**src/rtl/wsp_pkg.sv**
```systemverilog
package wsp_pkg;
  typedef enum logic [2:0] {
    OP_PUSH = 3'd0,
    OP_POP  = 3'd1,
    OP_CALL = 3'd2,
    OP_RET  = 3'd3,
    OP_INTR = 3'd4,
    OP_IRET = 3'd5,
    OP_RSP  = 3'd6,
    OP_LDLO = 3'd7
  } wsp_op_e;

  localparam int LANE_W = 3;

  typedef enum logic [LANE_W-1:0] {
    LN_PCL  = 3'd0,
    LN_PCH  = 3'd1,
    LN_X    = 3'd2,
    LN_A    = 3'd3,
    LN_CC   = 3'd4,
    LN_DATA = 3'd5
  } wsp_lane_e;

  localparam int CALL_BYTES = 2;
  localparam int INTR_BYTES = 5;
endpackage

```
**src/rtl/wsp_ptr.sv**
```systemverilog
module wsp_ptr #(
  parameter int                ADDR_W   = 16,
  parameter int                WIN_BITS = 7,
  parameter int                DATA_W   = 8,
  parameter logic [ADDR_W-1:0] BASE     = 16'h0100
) (
  input  logic              clk,
  input  logic              rst,
  input  logic              dec,
  input  logic              inc,
  input  logic              reload_top,
  input  logic              load,
  input  logic [DATA_W-1:0] ld_data,
  output logic [ADDR_W-1:0] sp,
  output logic [ADDR_W-1:0] rd_addr
);
  localparam logic [ADDR_W-1:0]   WIN_MASK = ADDR_W'((1 << WIN_BITS) - 1);
  localparam logic [ADDR_W-1:0]   BASE_HI  = BASE & ~WIN_MASK;
  localparam logic [WIN_BITS-1:0] ONE      = WIN_BITS'(1);
  localparam logic [WIN_BITS-1:0] TOP_LO   = '1;

  logic [WIN_BITS-1:0] lo_q;
  logic [WIN_BITS-1:0] ld_lo;
  logic [WIN_BITS-1:0] lo_up;

  // Load path: drop bits above the window, or zero-extend a narrow bus.
  generate
    if (DATA_W >= WIN_BITS) begin : g_trunc
      assign ld_lo = ld_data[WIN_BITS-1:0];
    end else begin : g_extend
      assign ld_lo = {{(WIN_BITS-DATA_W){1'b0}}, ld_data};
    end
  endgenerate

  assign lo_up = lo_q + ONE;

  always_ff @(posedge clk) begin
    if (rst || reload_top) begin
      lo_q <= TOP_LO;
    end else if (load) begin
      lo_q <= ld_lo;
    end else if (dec) begin
      lo_q <= lo_q - ONE;
    end else if (inc) begin
      lo_q <= lo_up;
    end
  end

  assign sp      = BASE_HI | ADDR_W'(lo_q);
  assign rd_addr = BASE_HI | ADDR_W'(lo_up);
endmodule

```
**src/rtl/wsp_frame_seq.sv**
```systemverilog
module wsp_frame_seq
  import wsp_pkg::*;
#(
  parameter int STEP_W = 3
) (
  input  logic      clk,
  input  logic      rst,
  input  logic      start,
  input  wsp_op_e   op,
  output logic      active,
  output logic      is_write,
  output wsp_lane_e lane
);
  localparam logic [STEP_W-1:0] ONE = STEP_W'(1);

  logic [STEP_W-1:0] step_q;
  logic [STEP_W-1:0] len_q;
  logic              single_q;
  logic [STEP_W-1:0] idx;

  function automatic logic [STEP_W-1:0] frame_len(input wsp_op_e o);
    case (o)
      OP_PUSH, OP_POP: frame_len = STEP_W'(1);
      OP_CALL, OP_RET: frame_len = STEP_W'(CALL_BYTES);
      OP_INTR, OP_IRET: frame_len = STEP_W'(INTR_BYTES);
      default: frame_len = '0;
    endcase
  endfunction

  always_ff @(posedge clk) begin
    if (rst) begin
      active   <= 1'b0;
      is_write <= 1'b0;
      single_q <= 1'b0;
      step_q   <= '0;
      len_q    <= '0;
    end else if (start) begin
      active   <= 1'b1;
      step_q   <= '0;
      len_q    <= frame_len(op);
      is_write <= (op == OP_PUSH) || (op == OP_CALL) || (op == OP_INTR);
      single_q <= (op == OP_PUSH) || (op == OP_POP);
    end else if (active) begin
      if (step_q == len_q - ONE) begin
        active <= 1'b0;
      end else begin
        step_q <= step_q + ONE;
      end
    end
  end

  // Write frames go low-PC first; read frames walk the same list backwards.
  assign idx  = is_write ? step_q : (len_q - ONE - step_q);
  assign lane = single_q ? LN_DATA : wsp_lane_e'(idx[LANE_W-1:0]);
endmodule

```
**src/rtl/wrap_stack_ptr.sv**
```systemverilog
module wrap_stack_ptr
  import wsp_pkg::*;
#(
  parameter int                ADDR_W   = 16,
  parameter int                WIN_BITS = 7,
  parameter int                DATA_W   = 8,
  parameter logic [ADDR_W-1:0] BASE     = 16'h0100
) (
  input  logic              clk,
  input  logic              rst,
  input  logic              cmd_valid,
  output logic              cmd_ready,
  input  logic [2:0]        cmd_op,
  input  logic [DATA_W-1:0] ld_data,
  output logic [ADDR_W-1:0] mem_addr,
  output logic              mem_wr,
  output logic              mem_rd,
  output logic [2:0]        mem_lane,
  output logic              busy,
  output logic [ADDR_W-1:0] sp
);
  localparam int STEP_W = $clog2(INTR_BYTES + 1);

  wsp_op_e           op;
  logic              accept;
  logic              start_frame;
  logic              seq_active;
  logic              seq_write;
  wsp_lane_e         seq_lane;
  logic [ADDR_W-1:0] rd_addr;

  assign op          = wsp_op_e'(cmd_op);
  assign accept      = cmd_valid && cmd_ready;
  assign start_frame = accept && (op != OP_RSP) && (op != OP_LDLO);

  wsp_frame_seq #(.STEP_W(STEP_W)) u_seq (
    .clk      (clk),
    .rst      (rst),
    .start    (start_frame),
    .op       (op),
    .active   (seq_active),
    .is_write (seq_write),
    .lane     (seq_lane)
  );

  wsp_ptr #(
    .ADDR_W   (ADDR_W),
    .WIN_BITS (WIN_BITS),
    .DATA_W   (DATA_W),
    .BASE     (BASE)
  ) u_ptr (
    .clk        (clk),
    .rst        (rst),
    .dec        (mem_wr),
    .inc        (mem_rd),
    .reload_top (accept && (op == OP_RSP)),
    .load       (accept && (op == OP_LDLO)),
    .ld_data    (ld_data),
    .sp         (sp),
    .rd_addr    (rd_addr)
  );

  assign busy      = seq_active;
  assign cmd_ready = !seq_active;
  assign mem_wr    = seq_active && seq_write;
  assign mem_rd    = seq_active && !seq_write;
  assign mem_addr  = mem_rd ? rd_addr : sp;
  assign mem_lane  = seq_lane;
endmodule

```
**config.mk**
```make
export PLATFORM = sky130hd
export DESIGN_NAME = wrap_stack_ptr
export DESIGN_NICKNAME = d
export VERILOG_FILES = /design/src/rtl/wsp_pkg.sv /design/src/rtl/wsp_ptr.sv /design/src/rtl/wsp_frame_seq.sv /design/src/rtl/wrap_stack_ptr.sv
export SDC_FILE = /design/constraint.sdc
export NUM_CORES = 1
export LEC_CHECK = 0
export BUFFER_PORTS_ARGS = -buffer_cell sky130_fd_sc_hd__buf_2
export CORE_MARGIN = 5
export CORE_UTILIZATION = 39
export CTS_BUF_LIST = sky130_fd_sc_hd__clkbuf_4 sky130_fd_sc_hd__clkbuf_8 sky130_fd_sc_hd__clkbuf_16
export CTS_CLUSTER_SIZE = 24
export DETAILED_ROUTE_END_ITERATION = 7
export HOLD_SLACK_MARGIN = 0.03
export PLACE_DENSITY_LB_ADDON = 0.3
export SLEW_MARGIN = 0
export SYNTH_ARGS = -nofsm -noshare
export SYNTH_HDL_FRONTEND = slang
export SYNTH_SLANG_ARGS = --single-unit
```
**constraint.sdc**
```tcl
create_clock -name clk -period 2.4 [get_ports clk]
set_clock_uncertainty 0.2 [all_clocks]
set_input_delay 0.12 -clock clk [delete_from_list [all_inputs] [get_ports clk]]
set_output_delay 0.12 -clock clk [all_outputs]
set_load 0.05 [all_outputs]
```
==> results of run 1 <==
## registers in the layout, indices dropped and copies added, names as in the netlist
name / count
u_seq.step_q: 3
u_seq.active: 1
u_ptr.lo_q: 7
u_seq.len_q: 3
u_seq.is_write: 1
u_seq.single_q: 1
## placed cells by master (no fill, tap or decap), types with 2 or more instances in the layout
cell	count
buf_2	32
nor2_1	19
conb_1	18
dlygate4sd3_1	14
dfxtp_1	14
nand2_1	11
inv_1	8
nor3_1	7
nand4_1	5
xnor2_2	5
o21ai_0	5
a21oi_1	5
nand4b_1	5
ha_1	5
mux2i_1	4
xor2_1	4
buf_4	4
inv_2	3
nand2b_1	3
xnor2_1	3
nand3_1	3
clkbuf_4	3
and4b_1	2
a211oi_1	2
o211ai_1	2
dfxtp_2	2
## metrics by stage
stage / utilization / setup slack [ns] / TNS, ns / cell area, um^2
after floorplan: - / -0.0249 / -0.0249 / 1360
after global placement: 0.457 / 0.168 / 0 / 1410
after detailed placement: 0.457 / 0.133 / 0 / 1410
after CTS: 0.529 / -0.0521 / -0.0521 / 1630
after global routing: 0.530 / -0.172 / -0.172 / 1630
final: 0.530 / -0.0903 / -0.0903 / 1630
## layout make-up
cell class,count,area [um^2],area share
inverters,11,41.3,0.0253
repair buffers,51,342,0.209
multi-input cells,123,835,0.512
well taps,44,55.1,0.0337
flip-flops and latches,16,323,0.198
clock buffers,4,36.3,0.0222
## how the worst max path moves through the flow
stage | startpoint | endpoint | slack [ns] | cells after the start
CTS | u_seq.len_q[1]$_SDFFE_PP0P_ | mem_lane[2] | -0.05 | 8
global route | u_seq.len_q[0]$_SDFFE_PP0P_ | mem_lane[2] | -0.17 | 8
detailed placement | u_seq.len_q[0]$_SDFFE_PP0P_ | mem_lane[2] | 0.13 | 8
global placement | u_seq.len_q[0]$_SDFFE_PP0P_ | mem_lane[2] | 0.17 | 8
finish | u_seq.len_q[0]$_SDFFE_PP0P_ | mem_lane[2] | -0.09 | 8
floorplan | u_seq.active$_SDFF_PP0_ | mem_addr[2] | -0.02 | 4
## where the power goes
group / leakage [nW] / internal (mW) / total (mW) / switching (mW)
sequential: 0.132 / 0.290 / 0.329 / 0.0392
combinational: 0.594 / 0.177 / 0.579 / 0.402
clock: 0.0210 / 0.0923 / 0.179 / 0.0872
## critical path, stage by stage, from the launching register on
cell	delay (ns)
dfxtp_2	0.36
inv_2	0.06
ha_4	0.25
inv_2	0.03
fa_2	0.35
xnor2_2	0.15
o21ai_1	0.13
or3b_4	0.38
buf_6	0.16
## kinds of logic (layout without fill, tap and decap cells)
| group | Yosys count | count (layout) | share of synthesized area |
|---|---|---|---|
| muxes | 4 | 4 | 0.0316 |
| buffers and inverters | 37 | 66 | 0.179 |
| and+or+nand+nor | 62 | 62 | 0.263 |
| adders and majority gates | 7 | 7 | 0.0751 |
| AOI/OAI and AO/OA | 19 | 19 | 0.0919 |
| other | 2 | 18 | 0.00593 |
| xor gates and xnor gates | 13 | 13 | 0.101 |
| DFF | 16 | 16 | 0.253 |
## routing by layer
metal  wire length (um)  global-route usage  up-vias
li1                   -                   -      592
met1               1290               0.175      534
met2               1400               0.217       58
met3                252              0.0270        8
met4                 64              0.0506        0
met5                  0                   0        -
## timing repair
item	in CTS	in global routing
setup endpoints to repair	1	1
hold buffers	14	0
buffers inserted	2	0
endpoints found under the hold margin	13	0
resized for setup	11	1
pin swaps	4	0
==> run metrics, run 1 <==
row count=20; Worst Setup End Kind=output pin; Root Buffer=clkbuf_4; CP Class=flop to output pin; initial antenna violation count=0; slew of the pin with the lowest slew margin=~0.56 ns; total CTS buffers=3; TritonCTS clock tree=yes; Core Area=around 0.0031 mm^2; all-layer global routing usage=0.134; synthesized flop and latch total=16; slack of the worst reg-to-reg path=around 0.39 ns; WL final=around 3000 um; RePlAce Congestion=just under 0.9; Final Setup Violations=1; post-layout min period=between 2 and 2.5 ns; Power per Cell Area=between 600 and 700 mW/mm^2; drt wl/cell=~12 um; die height=roughly 67 um; Vias/cell=roughly 4.8; max_slew headroom=0.624; R2R Path Start=u_seq.active$_SDFF_PP0_; syn avg cell area=a little under 8 um^2; final non-filler cell total=~250; Post-Syn Instances=160; # IOs=between 50 and 60; Pre-Repair DR Iteration Count=4; Synth area leader=dfxtp_1; Min Hold Slack=between 0.1 and 0.15 ns; effective utilization at floorplan=0.411; CTS sink count=16; Die Area=between 0.004 and 0.005 mm^2; max cap viols=0; hold path endpoint=u_seq.len_q[1]$_SDFFE_PP0P_; vias in the first global route=approximately 1,000; Crit path required time=2.08 ns; Final Max Tran Viols=0; critical path peak fanout=2; remaining antenna violation count after routing=0; Post-synth EDFFs=0; hold depth=4; n_diodes=0; largest net degree at the start of global routing=14; Post-Syn Area=about 0.0013 mm^2; Yosys Warn Count=0; fin nets=~230; asr flop ratio synth=0; FMAX=approximately 0.4 GHz; DPL Wire Length=approximately 2200 um; clock-pin slew on the worst setup and hold paths=~0.1 ns; Die X=roughly 67 um; clock latency on the worst-skew pair=0.28 ns; Hold Startpoint=cmd_valid; Register-to-Register Path Depth=6; Yosys top cell area share=0.253; ys flop type=dfxtp_1; detailed-route via count=approximately 1,200; Inst Count DP=about 230; RSZ-0062 raised after global routing=true; fraction of layout cells with a size suffix above 1=0.278; top area cells in the synthesized netlist=dfxtp_1 (25%), buf_4 (11%), ha_1 (5.9%), nor2_1 (5.6%), xnor2_1 (5.5%); H-tree depth=1; Final Hold Viols=0; top cells by count, synth=buf_4 (19), nor2_1 (19), dfxtp_1 (16); Arrival @ worst endpoint=approximately 2.2 ns; drt drc=0; Final period util=1.04; reg2reg end=u_seq.is_write$_SDFFE_PP0P_; final worst setup slack=-0.0903 ns; grt total ovfl=0; Power Total=~1.1 mW; fillcell total=303; failing checks=negative setup slack; initial drt markers=110; Pleak=~0.75 nW; hold crit path type=input port to flop; maximum buffer depth of the clock tree=2; PortBufs=33; first-pass GRT wire length=4620 um; synth unique cells=37; worst vdd ir=0.000280 V; status=finished, violations left; area delta synth->final=28.9%; startpoint types=flop; sequential element share of the synthesized area=0.253
(Power assumes the default switching activity.)
==> run 2, diff against run 1 <==
- CORE_UTILIZATION: 39 -> 48
==> run 2 against run 1 <==
Critical endpoint unchanged. Routed wire length is 1.5% higher. Combinational power is 1% lower. Worst setup slack gained 0.054 ns. Critical path depth unchanged. Fmax rose by 2.2%. First-iteration DRC count shrank 49%. The run still ends with negative setup slack left. Clock-buffer cell count is the same. Core utilization grew 12 points. Clock power is essentially flat. Final cell count shrank 5.2%.
==> run metrics, run 2 (synthesis gave the netlist of run 1 again) <==
drt drc=0 (unchanged); TritonCTS clock tree=yes; WL final=3060 um (+1.5%); max cap viols=0 (unchanged); Core Area=0.00250 mm^2 (-19%); RSZ-0062 raised after global routing=true; commonest non-fill, non-tap cell in the layout=buf_2; clock-pin slew on the worst setup and hold paths=0.10 ns (about the same); Final period util=1.02 (-0.0224); FMAX=0.410 GHz (+2.2%); final non-filler cell total=236 (-5.2%); Die Area=0.00377 mm^2 (-16%); fin nets=228 (+0.44%); remaining antenna violation count after routing=0 (unchanged); # IOs=53 (unchanged); worst vdd ir=0.000425 V (+52%); Pre-Repair DR Iteration Count=4 (unchanged); crit-path cells=inv_2 -> ha_4 -> inv_2 -> fa_2 -> xnor2_2 -> o21ai_1 -> or3b_1 -> buf_6; Power per Cell Area=669 mW/mm^2 (+0.37%); Vias/cell=5.04 (+5.3%); fraction of layout cells with a size suffix above 1=0.277 (-0.00135); Worst Setup End Kind=output pin; initial antenna violation count=0 (unchanged); cell mode on critical path=inv_2; post-layout min period=2.44 ns (-0.0538 ns); all-layer global routing usage=0.173 (+0.0386); final worst setup slack=-0.0365 ns (+0.0538 ns); vias in the first global route=1,173 (+17%); initial drt markers=56 (-49%); Crit path required time=2.08 ns (about the same); failing checks=negative setup slack; critical path peak fanout=2 (unchanged); area delta synth->final=27.9%; Arrival @ worst endpoint=2.12 ns (-0.05 ns); RePlAce Congestion=0.897 (+1.3%); die height=61.4 um (-8.4%); CP Class=flop to output pin; status=finished, violations left; biggest regs=u_ptr.lo_q: 7 flops, u_seq.len_q: 3 flops, u_seq.step_q: 3 flops; Pleak=0.756 nW (+1.2%); DPL Wire Length=2240 um (-0.11%); area of the multi-input gates=832 um^2 (-0.30%); hold crit path type=input port to flop; CTS sink count=16 (unchanged); Final Setup Violations=1 (unchanged); Power Total=1.08 mW (-0.40%); Root Buffer=clkbuf_4; largest net degree at the start of global routing=14 (unchanged); row count=18 (-10%); fillcell total=228 (-25%); drt wl/cell=12.9 um (+7.1%); max_slew headroom=0.617 (-0.00684); total CTS buffers=3 (unchanged); max reg flops=7 (unchanged); H-tree depth=1 (unchanged); Inst Count DP=215 (-6.1%); startpoint types=flop; Final Max Tran Viols=0 (unchanged); effective utilization at floorplan=0.507 (+0.0951); Final Hold Viols=0 (unchanged); Die X=61.4 um (-8.4%); slew of the pin with the lowest slew margin=0.572 ns (+0.0102 ns); detailed-route via count=1,190 (-0.17%); grt total ovfl=0 (unchanged); PortBufs=33 (unchanged); commonest cells after routing, fill and taps aside=buf_2 (32), nor2_1 (19), conb_1 (18); clock latency on the worst-skew pair=0.28 ns (about the same); Reg area=323 um^2 (unchanged); Critical Path Max Stage Delay=0.37 ns (about the same); first-pass GRT wire length=4950 um (+7.3%); Crit-path slowest cell=or3b_1; maximum buffer depth of the clock tree=2 (unchanged); Largest Register=u_ptr.lo_q; n_diodes=0 (unchanged)
[run 2: changes by cell type in the layout (fill, tap and decap cells not counted), sizes merged]
cell	delta
buf	+1
[run 2: worst max-delay path, delay by kind of cell (launching register included)]
kind	cells	cell delay, ns
simple gates	1	0.37
xor+xnor	1	0.15
fa+ha+maj	2	0.60
flops	1	0.35
buf+inv	3	0.25
compound gates	1	0.11
[run 2: what timing repair did]
item,4_1_cts,5_1_grt
gates resized for setup,11,0
pin swaps,3,0
setup endpoints to repair,1,1
setup buffers,3,0
hold buffers,14,0
endpoints found under the hold margin,13,0
[run 2: per-layer routing]
metal  up-vias  part of all wire  GRT usage
li1        593                 -          -
met1       553              0.39      0.186
met2        40              0.52      0.337
met3         4             0.078     0.0273
met5         -                 0          0
met4         0             0.010     0.0606
[run 2: cell type report]
class / instances / share of cell area
multi-input combinational: 123 / 0.514
timing repair buffer: 52 / 0.216
clock buffer: 4 / 0.0224
sequential: 16 / 0.199
tap: 30 / 0.0232
inverter: 11 / 0.0255
[run 2: per-stage QoR]
stage | TNS, ns | setup slack (ns) | util | hold WS (ns) | area (um^2)
after global routing | -0.133 | -0.133 | 0.648 | 0.197 | 1620
after floorplan | -0.0249 | -0.0249 | - | 0.0156 | 1360
final | -0.0365 | -0.0365 | 0.648 | 0.160 | 1620
after global placement | 0 | 0.169 | 0.556 | 0.133 | 1390
after detailed placement | 0 | 0.105 | 0.556 | 0.133 | 1390
after CTS | -0.0436 | -0.0436 | 0.648 | 0.111 | 1620
[run 2: path summary, 6_finish.rpt]
path,cells past startpoint,startpoint,endpoint,slack [ns]
min,4,cmd_valid,u_seq.len_q[1]$_SDFFE_PP0P_,0.16
max reg2reg,6,u_seq.active$_SDFF_PP0_,u_seq.len_q[0]$_SDFFE_PP0P_,0.39
max,8,u_seq.len_q[0]$_SDFFE_PP0P_,mem_lane[2],-0.04
min reg2reg,2,u_seq.len_q[1]$_SDFFE_PP0P_,u_seq.len_q[1]$_SDFFE_PP0P_,0.36
[run 2: power breakdown]
part / internal [mW] / switching (mW) / leakage, nW
Clock: 0.0922 / 0.0862 / 0.0210
Combinational: 0.175 / 0.397 / 0.603
Sequential: 0.290 / 0.0424 / 0.132
==> run 3, diff against run 2 <==
- CORE_UTILIZATION: 48 -> 35
- clock period: 2.4 -> 2.6 ns (I/O delays scaled with it)
==> run 3 against run 2 <==
Critical path depth unchanged. Routed wire length down 3.9%. Register-to-register slack better by 0.20 ns. Power down 8.0%. Flip-flop and latch count unchanged. Critical path type unchanged. Worst setup slack better by 0.10 ns. Sequential power down 8.1%. Via count down 6.3%. The run now ends clean. Non-clock buffer count down 3. Clock-buffer cell count unchanged. Worst hold slack worse by 0.071 ns.
==> run metrics, run 3 (synthesis gave the netlist of run 1 again) <==
worst vdd ir=0.000282 V (-34%); max_slew headroom=0.636 (+0.0193); Comb pwr share=0.515 (-0.014); slack of the worst reg-to-reg path=0.59 ns (+0.20 ns); PortBufs=33 (unchanged); max reg flops=7 (unchanged); drt drc=0 (unchanged); WL final=2940 um (-3.9%); Critical Path Source=u_seq.len_q[0]$_SDFFE_PP0P_; Register-to-Register Path Depth=6 (unchanged); critical path peak fanout=2 (unchanged); Place WS=0.341 ns (+0.236 ns); Power per Cell Area=631 mW/mm^2 (-5.7%); Vias/cell=4.48 (-11%); maximum buffer depth of the clock tree=2 (unchanged); drt wl/cell=11.8 um (-8.9%); placed inst area=0.00138 mm^2 (-0.72%); Core Area=0.00342 mm^2 (+37%); CP Class=flop to output pin; Largest Register=u_ptr.lo_q; hold depth=4 (unchanged); RePlAce Congestion=0.810 (-9.6%); Final Setup Violations=0 (-1); status=completed; H-tree depth=1 (unchanged); clock-pin slew on the worst setup and hold paths=0.10 ns (about the same); area delta synth->final=24.8%; row count=21 (+3); n_diodes=0 (unchanged); effective utilization at floorplan=0.371 (-0.136); Clk pwr share=0.178 (+0.013); first-pass GRT wire length=4800 um (-3.2%); Arrival @ worst endpoint=2.20 ns (+0.08 ns); max cap viols=0 (unchanged); Power Total=0.996 mW (-8.0%); final worst setup slack=0.0652 ns (+0.102 ns); Pre-Repair DR Iteration Count=4 (unchanged); fin nets=225 (-1.3%); Die Area=0.00492 mm^2 (+31%); die height=70.1 um (+14%); Worst Setup End Kind=output pin; clock latency on the worst-skew pair=0.30 ns (+0.02 ns); Final Max Tran Viols=0 (unchanged); Hold Startpoint=cmd_valid; Sw Ratio=0.492 (+0.00634); largest net degree at the start of global routing=14 (unchanged); FMAX=0.395 GHz; Root Buffer=clkbuf_4; remaining antenna violation count after routing=0 (unchanged); Inst Count DP=231 (+7.4%); DPL Wire Length=2180 um (-2.6%); commonest cells after routing, fill and taps aside=buf_2 (32), nor2_1 (19), conb_1 (18); # IOs=53 (unchanged); Crit path required time=2.27 ns (+0.19 ns); initial drt markers=64 (+14%); vias in the first global route=1,032 (-12%); Reg power frac=0.306 (about the same); TritonCTS clock tree=yes; hold crit path type=input port to flop; final non-filler cell total=249 (+5.5%); R2R Path Start=u_seq.active$_SDFF_PP0_; fraction of layout cells with a size suffix above 1=0.236 (-0.0402); total CTS buffers=3 (unchanged); post-layout min period=roughly 2.5 ns; NetSw=0.490 mW (-6.8%); detailed-route via count=1,115 (-6.3%); grt total ovfl=0 (unchanged); internal power=0.506 mW (-9.1%); initial antenna violation count=0 (unchanged); CTS sink count=16 (unchanged); all-layer global routing usage=0.120 (-0.0532); slew of the pin with the lowest slew margin=0.544 ns (-0.0288 ns); startpoint types=flop; biggest regs=u_ptr.lo_q: 7 flops, u_seq.len_q: 3 flops, u_seq.step_q: 3 flops; Pleak=0.717 nW (-5.2%); Die X=70.1 um (+14%); cell area after layout=0.00158 mm^2 (-2.4%); Final period util=0.975; Final Hold Viols=0 (unchanged); commonest non-fill, non-tap cell in the layout=buf_2
-- run 3: power by group through the flow --
stage               clock (mW)  combinational, mW  sequential, mW
finish                   0.178              0.514           0.305
global route             0.195              0.549           0.311
CTS                      0.184              0.504           0.304
detailed placement           0              0.480           0.310
global placement             0              0.478           0.309
floorplan                    0              0.380           0.342
-- run 3: per-layer routing --
layer | vias to the layer above | part of all wire | GRT usage
met4 | 0 | 0.0089 | 0.0362
li1 | 590 | - | -
met2 | 38 | 0.45 | 0.198
met3 | 4 | 0.081 | 0.0488
met1 | 483 | 0.46 | 0.141
met5 | - | 0 | 0
-- run 3: worst max-delay path, cell delays in order (launching register included) --
cell     delay (ns)
dfxtp_2        0.35
inv_1          0.05
ha_1           0.28
inv_2          0.05
fa_2           0.35
xnor2_2        0.15
o21ai_1        0.13
or3b_4         0.39
buf_8          0.16
-- run 3: final timing paths --
kind,end
worst max-delay path,mem_lane[2]
worst min-delay path,u_seq.len_q[1]$_SDFFE_PP0P_
worst max register to register,u_seq.is_write$_SDFFE_PP0P_
worst min register to register,u_seq.len_q[1]$_SDFFE_PP0P_
-- run 3: stage by stage --
step           setup TNS, ns  hold WS, ns   util
4_1_cts                    0       0.0805  0.458
2_1_floorplan              0       0.0256      -
5_1_grt              -0.0176        0.134  0.463
3_5_place_dp               0        0.147  0.404
3_3_place_gp               0        0.149  0.404
6_report                   0       0.0890  0.463
-- run 3: repair_timing --
action	in CTS	in global routing
gates resized for setup	3	7
pin swaps	0	2
endpoints found under the hold margin	13	0
setup endpoints to repair	1	1
buffers inserted	0	0
hold buffers	14	0
-- run 3: layout make-up --
type                    instances  area [um^2]
flip-flops and latches         16          323
repair buffers                 49          330
inverters                      11         41.3
well taps                      46         57.6
fillers                       353         1840
clock buffers                   4         36.3
multi-input cells             123          792
